===== src/rtl/presc_timer_pkg.sv =====
// Package: shared types and constants for the prescaler / clock timer.
// Assumes: nothing beyond IEEE 1800-2017.
package presc_timer_pkg;
    typedef enum logic [1:0] {
        SRC_NONE = 2'd0,
        SRC_SUB  = 2'd1,
        SRC_MAIN = 2'd2
    } src_sel_e;

    localparam int CTL_W       = 8;
    localparam int CTL_CLR_BIT = 7;
endpackage


===== src/rtl/presc_src_sync.sv =====
// Module: selects one slow source, synchronizes it with a two-flop
// chain and emits a one-cycle pulse per rising edge.
// Assumes: each source level lasts at least two clk cycles; the selected
// source is low whenever the selection changes.
module presc_src_sync
    import presc_timer_pkg::*;
#(
    parameter int SYNC_STAGES = 2
) (
    input  logic     clk,
    input  logic     rst_n,
    input  logic     sub_in,
    input  logic     main_in,
    input  src_sel_e sel,
    output logic     edge_pulse
);
    localparam int CHAIN_W = SYNC_STAGES + 1;

    logic               raw_src;
    logic [CHAIN_W-1:0] chain_q;

    // Purpose: pick the raw source per the selection.
    always_comb begin
        unique case (sel)
            SRC_SUB:  raw_src = sub_in;
            SRC_MAIN: raw_src = main_in;
            default:  raw_src = 1'b0;
        endcase
    end

    // Purpose: synchronizer chain plus one history stage for edge detect.
    always_ff @(posedge clk) begin
        if (!rst_n) chain_q <= '0;
        else        chain_q <= {chain_q[CHAIN_W-2:0], raw_src};
    end

    // Purpose: rising edge of the synchronized source.
    always_comb edge_pulse = chain_q[CHAIN_W-2] & ~chain_q[CHAIN_W-1];
endmodule


===== src/rtl/presc_divider.sv =====
// Module: divide-by-DIV edge counter with a software restart that makes
// the first period after the restart one edge short.
// Assumes: edge_in is a one-cycle pulse.
module presc_divider #(
    parameter int DIV = 32
) (
    input  logic clk,
    input  logic rst_n,
    input  logic edge_in,
    input  logic restart,
    output logic tick
);
    localparam int                PW       = $clog2(DIV);
    localparam logic [PW-1:0]     PH_LAST  = PW'(DIV - 1);
    localparam logic [PW-1:0]     PH_AFTER = PW'(1);

    logic [PW-1:0] phase_q;

    // Purpose: tick on the last phase edge unless a restart coincides.
    always_comb tick = edge_in && !restart && (phase_q == PH_LAST);

    // Purpose: advance the phase per edge; a restart skips phase zero.
    always_ff @(posedge clk) begin
        if (!rst_n)       phase_q <= '0;
        else if (restart) phase_q <= PH_AFTER;
        else if (edge_in) phase_q <= (phase_q == PH_LAST) ? '0 : phase_q + PW'(1);
    end
endmodule


===== src/rtl/presc_down_timer.sv =====
// Module: event-count down timer with reload and underflow pulse.
// Assumes: tick is a one-cycle pulse separated by several idle cycles.
module presc_down_timer #(
    parameter int TW = 16
) (
    input  logic          clk,
    input  logic          rst_n,
    input  logic          tick,
    input  logic          event_mode,
    input  logic          count_run,
    input  logic          reload_wr,
    input  logic [TW-1:0] reload_data,
    output logic [TW-1:0] value,
    output logic [TW-1:0] reload_val,
    output logic          underflow
);
    logic [TW-1:0] next_reload;
    logic          count_en;

    // Purpose: reload source includes a same-cycle write.
    always_comb next_reload = reload_wr ? reload_data : reload_val;
    // Purpose: a tick counts only in event mode with run set.
    always_comb count_en = tick && event_mode && count_run;

    // Purpose: reload register, counter and underflow pulse.
    always_ff @(posedge clk) begin
        if (!rst_n) begin
            value      <= '0;
            reload_val <= '0;
            underflow  <= 1'b0;
        end else begin
            underflow <= 1'b0;
            if (reload_wr) reload_val <= reload_data;
            if (!count_run && reload_wr) begin
                value <= reload_data;
            end else if (count_en) begin
                if (value == '0) begin
                    value     <= next_reload;
                    underflow <= 1'b1;
                end else begin
                    value <= value - TW'(1);
                end
            end
        end
    end
endmodule


===== src/rtl/presc_clock_timer.sv =====
// Module (top): resettable prescaler feeding a clock timer.
// Assumes: source inputs are slow (levels >= 2 clk) and low on selection change.
module presc_clock_timer
    import presc_timer_pkg::*;
#(
    parameter int TMR_W = 16,
    parameter int DIV   = 32
) (
    input  logic             clk,
    input  logic             rst_n,
    input  logic             sub_clk_in,
    input  logic             main_clk_in,
    input  logic             sub_clk_en,
    input  logic             main_src_sel,
    input  logic             event_mode,
    input  logic             count_run,
    input  logic             ctl_wr,
    input  logic [CTL_W-1:0] ctl_wdata,
    input  logic             reload_wr,
    input  logic [TMR_W-1:0] reload_data,
    output logic [TMR_W-1:0] timer_value,
    output logic             underflow
);
    src_sel_e         src_sel;
    logic             src_edge;
    logic             presc_clr;
    logic             tick;
    logic [TMR_W-1:0] reload_val;

    // Purpose: decode the source choice; the sub-clock has priority.
    always_comb begin
        if (sub_clk_en)        src_sel = SRC_SUB;
        else if (main_src_sel) src_sel = SRC_MAIN;
        else                   src_sel = SRC_NONE;
    end

    // Purpose: the restart is a write strobe only, nothing is stored.
    always_comb presc_clr = ctl_wr && ctl_wdata[CTL_CLR_BIT];

    presc_src_sync #(.SYNC_STAGES(2)) u_sync (
        .clk(clk), .rst_n(rst_n), .sub_in(sub_clk_in), .main_in(main_clk_in),
        .sel(src_sel), .edge_pulse(src_edge)
    );

    presc_divider #(.DIV(DIV)) u_div (
        .clk(clk), .rst_n(rst_n), .edge_in(src_edge), .restart(presc_clr), .tick(tick)
    );

    presc_down_timer #(.TW(TMR_W)) u_tmr (
        .clk(clk), .rst_n(rst_n), .tick(tick), .event_mode(event_mode),
        .count_run(count_run), .reload_wr(reload_wr), .reload_data(reload_data),
        .value(timer_value), .reload_val(reload_val), .underflow(underflow)
    );
endmodule


===== config.mk =====
export PLATFORM = sky130hd
export DESIGN_NAME = presc_clock_timer
export DESIGN_NICKNAME = d
export VERILOG_FILES = /design/src/rtl/presc_timer_pkg.sv /design/src/rtl/presc_src_sync.sv /design/src/rtl/presc_divider.sv /design/src/rtl/presc_down_timer.sv /design/src/rtl/presc_clock_timer.sv
export SDC_FILE = /design/constraint.sdc
export NUM_CORES = 1
export LEC_CHECK = 0
export ABC_CLOCK_PERIOD_IN_PS = 1870
export BUFFER_PORTS_ARGS = -buffer_cell sky130_fd_sc_hd__buf_2
export CAP_MARGIN = 25
export CORE_AREA = 2 2 100 102
export DETAILED_ROUTE_END_ITERATION = 8
export DIE_AREA = 0 0 102 104
export GPL_TIMING_DRIVEN = 0
export PLACE_DENSITY = 0.46
export SYNTH_ARGS = -nofsm -noshare
export SYNTH_HDL_FRONTEND = slang
export SYNTH_SLANG_ARGS = --single-unit
export TNS_END_PERCENT = 100

===== constraint.sdc =====
create_clock -name clk -period 1.87 [get_ports clk]
set_input_delay 0.187 -clock clk [delete_from_list [all_inputs] [get_ports clk]]
set_output_delay 0.187 -clock clk [all_outputs]
set_load 0.01 [all_outputs]

==> flow_summary.json <==
{
  "cap_violations": 0,
  "critPathTopFamily": "compound AO/OA/AOI/OAI gates",
  "h-tree-depth": 2,
  "synth-seq-cells": 41,
  "cp_slowest_cell": "dfxtp_4",
  "grt_max_degree": 13,
  "syn-cell-area_um2": 2250,
  "drt_iter0_drc": 66,
  "layout_min_cycle_time_ns": 1.93,
  "hold_viol": 0,
  "die_h_um": 104,
  "clk_pin_slew_ns": 0.09,
  "synth_top_cell_by_area": "dfxtp_1",
  "max_slew_margin_pct": 52.8,
  "synth-edff-count": 0,
  "place.gp.congestion": 0.815,
  "clock-sinks": 41,
  "grt_pass1_wl_um": 11100,
  "cts-hold-fix-buffers": 0,
  "cp_slowest_stage_delay_ns": 0.36,
  "viasPerCell": 4.58,
  "synth_top_area_share_pct": 36.4,
  "ios": 51,
  "worst-endpoint-required_ns": 2.06,
  "synth_area_per_cell_um2": 8.81,
  "die_area_um2": 10600,
  "fin_ws_ns": -0.0559,
  "nFillCells": 1049,
  "worst-setup-path-type": "reg2reg",
  "rsz0062_at_grt": "yes",
  "async_reset_ff_share_pct": 0,
  "cts.path.max_buffers": 2,
  "hp-class": "in2reg",
  "finClkSkew_ns": 0.00831,
  "nNetsFinal": 353,
  "placed_cells": 430,
  "antenna_found_initial": 0,
  "drtAntennaViolNets": 0,
  "yosys_most_used_dff": "dfxtp_1",
  "die_w_um": 102,
  "ys_seq_area_share_pct": 36.4,
  "worst_pin_slew_ns": 0.709,
  "holdWs_ns": 0.175,
  "cp_num_buf_inv": 1,
  "hpwl_um": 4610,
  "path_cells": "ha_4, and3_4, ha_4, nand3_2, or2_4, a21oi_4, buf_6, o21ai_2, a22o_1",
  "drv_slew": 0,
  "critPathMostFrequentCell": "ha_4",
  "p_per_area_nw_per_um2": 691,
  "wl_um": 6760,
  "crit_path_end_kind": "flop",
  "syn_to_final_growth_pct": 29.5,
  "setup_viol": 13,
  "cp.arrival_ns": 2.12,
  "post-route-cell-area_um2": 2920,
  "r2r_cells": 9,
  "first_pass_iters": 4,
  "grt_use_total_pct": 13.5,
  "drive_gt1_share_pct": 30.4,
  "io_buffers": 41,
  "syn-num-nets": 294,
  "whs_path_depth": 3,
  "rr_startpoint": "u_div.phase_q[1]$_SDFFE_PP0N_",
  "synth.area.top_cells": "dfxtp_1 (36%), mux2i_1 (9.8%), nand2_1 (7.3%), nor2b_1 (4.7%), o21ai_0 (3.1%)",
  "path_max_fanout": 5,
  "hp-start": "reload_data[7]",
  "remaining_drc_errors": 0,
  "grt_pass1_vias": 2088,
  "cts_buffers": 5,
  "yosys_warnings": 0,
  "grt-ovfl-total": 0,
  "synth_cell_types": 43,
  "instances_no_fill": 449,
  "synthCells": 256,
  "leakage_nw": 1.21,
  "fmax_ghz": 0.519,
  "rows": 36,
  "vias": 2057,
  "wl_per_cell_um": 15.1,
  "peakVddDrop_uv": 221,
  "tritoncts": "done",
  "status": "complete, but fails checks",
  "rr_endpoint": "u_tmr.value[9]$_SDFFE_PN0P_",
  "placed_cell_area_um2": 2660,
  "fin_crit_sh_pct": 103,
  "core_um2": 9550,
  "final_util_pct": 30.6,
  "clock-root-buffer": "clkbuf_8",
  "post-place-ws_ns": -0.277,
  "violations": "negative setup slack",
  "insertion_delay_ns": 0.30,
  "cp-start-kind": "flop",
  "antenna_cells": 0,
  "start_util_pct": 23.6,
  "rrSetupSlack_ns": -0.06,
  "hold_end": "u_tmr.value[7]$_SDFFE_PN0P_"
}
==> cells in the final DEF (no fill, tap or decap), drive strengths merged, types with 2 or more instances in the layout <==
master	instances
xor2	4
dfxtp	41
nand2b	3
o31ai	5
inv	4
a21boi	7
o41ai	3
nor3	6
a31oi	2
and2	4
o21ai	14
xnor2	4
a22o	5
ha	4
nor2b	17
a21oi	8
buf	60
nand3	2
a32o	5
nor4	4
nand2	44
nor2	9
clkinv	2
mux2i	22
clkbuf	14
o211ai	6
a2bb2oi	6
==> worst register-to-register path: cells and delay by family, from the launching register on <==
kind | cells | cell delay, ns
buffers and inverters | 1 | 0.19
DFF | 1 | 0.36
AOI/OAI and AO/OA | 3 | 0.51
and+or+nand+nor | 3 | 0.49
adders and majority gates | 2 | 0.27
==> registers in the layout, summed over array words and instances, names as in the netlist <==
signal            cells
u_tmr.underflow       1
u_tmr.reload_val     16
u_tmr.value          16
u_sync.chain_q        3
u_div.phase_q         5
==> worst max path at each step <==
stage,start,to,slack (ns),cells after the start
2_1_floorplan,u_div.phase_q[0]$_SDFFE_PN0P_,u_tmr.value[11]$_SDFFE_PN0P_,0.01,9
3_3_place_gp,u_tmr.value[0]$_SDFFE_PN0P_,u_tmr.value[10]$_SDFFE_PN0P_,-0.25,8
3_5_place_dp,u_tmr.value[0]$_SDFFE_PN0P_,u_tmr.value[10]$_SDFFE_PN0P_,-0.28,8
4_1_cts,u_div.phase_q[1]$_SDFFE_PP0N_,u_tmr.value[9]$_SDFFE_PN0P_,-0.05,9
5_1_grt,u_div.phase_q[1]$_SDFFE_PP0N_,u_tmr.value[7]$_SDFFE_PN0P_,-0.15,9
6_report,u_div.phase_q[1]$_SDFFE_PP0N_,u_tmr.value[9]$_SDFFE_PN0P_,-0.06,9
==> stage by stage <==
step                      total power, mW  setup TNS (ns)
final                                2.02          -0.363
after global routing                 2.14           -1.99
after CTS                            2.02          -0.550
after detailed placement             1.42           -3.36
after global placement               1.42           -3.04
after floorplan                      1.28               0
==> power breakdown <==
group / internal [mW] / total [mW] / leakage [nW] / switching [mW]
Clock: 0.259 / 0.587 / 0.0450 / 0.328
Sequential: 0.912 / 0.955 / 0.338 / 0.0427
Combinational: 0.221 / 0.476 / 0.830 / 0.255
Total: 1.39 / 2.02 / 1.21 / 0.626
==> routing by layer <==
layer,global-route usage [%],vias to the layer above,routed length [um]
met5,0,-,0
met4,4.29,0,108
met3,2.22,9,215
met2,21.5,35,3080
met1,18.4,975,3350
li1,-,1038,-
==> cells by family (layout without fill, tap and decap cells) <==
| group | after synthesis | count (layout) | synth area share (%) |
|---|---|---|---|
| AO/OA/AOI/OAI | 62 | 62 | 19.6 |
| flip-flops | 41 | 41 | 36.4 |
| adder cells (fa/ha/maj) | 4 | 4 | 2.22 |
| XOR/XNOR | 8 | 8 | 3.11 |
| AND/OR/NAND/NOR | 99 | 99 | 24.0 |
| multiplexers | 22 | 22 | 9.77 |
| buffers and inverters | 20 | 80 | 4.94 |
==> cell usage after synthesis, drive strengths merged, types with 5 or more instances <==
library cell and count:
a21oi 8, nor3 6, a2bb2oi 6, mux2i 22
buf 9, a32o 5, nand2 44, clkbuf 7
dfxtp 41, o211ai 6, a21boi 7, nor2 9
o31ai 5, o21ai 14, nor2b 17, a22o 5
==> area by class of cell <==
type	count	area, um2	share of cell area (%)
buffer	16	109	3.73
clock buffer	6	72.6	2.49
sequential	41	831	28.4
clock inverter	2	10.0	0.343
tap	133	166	5.70
timing repair buffer	52	289	9.90
inverter	4	15.0	0.514
multi-input combinational	195	1430	48.9
==> what timing repair did <==
action,CTS,global route
endpoints found under the setup margin,17,18
buffers inserted,6,3
cloned,2,0
gates resized for setup,19,11
pin swaps,5,6
Power figures use the tool's default switching activity.
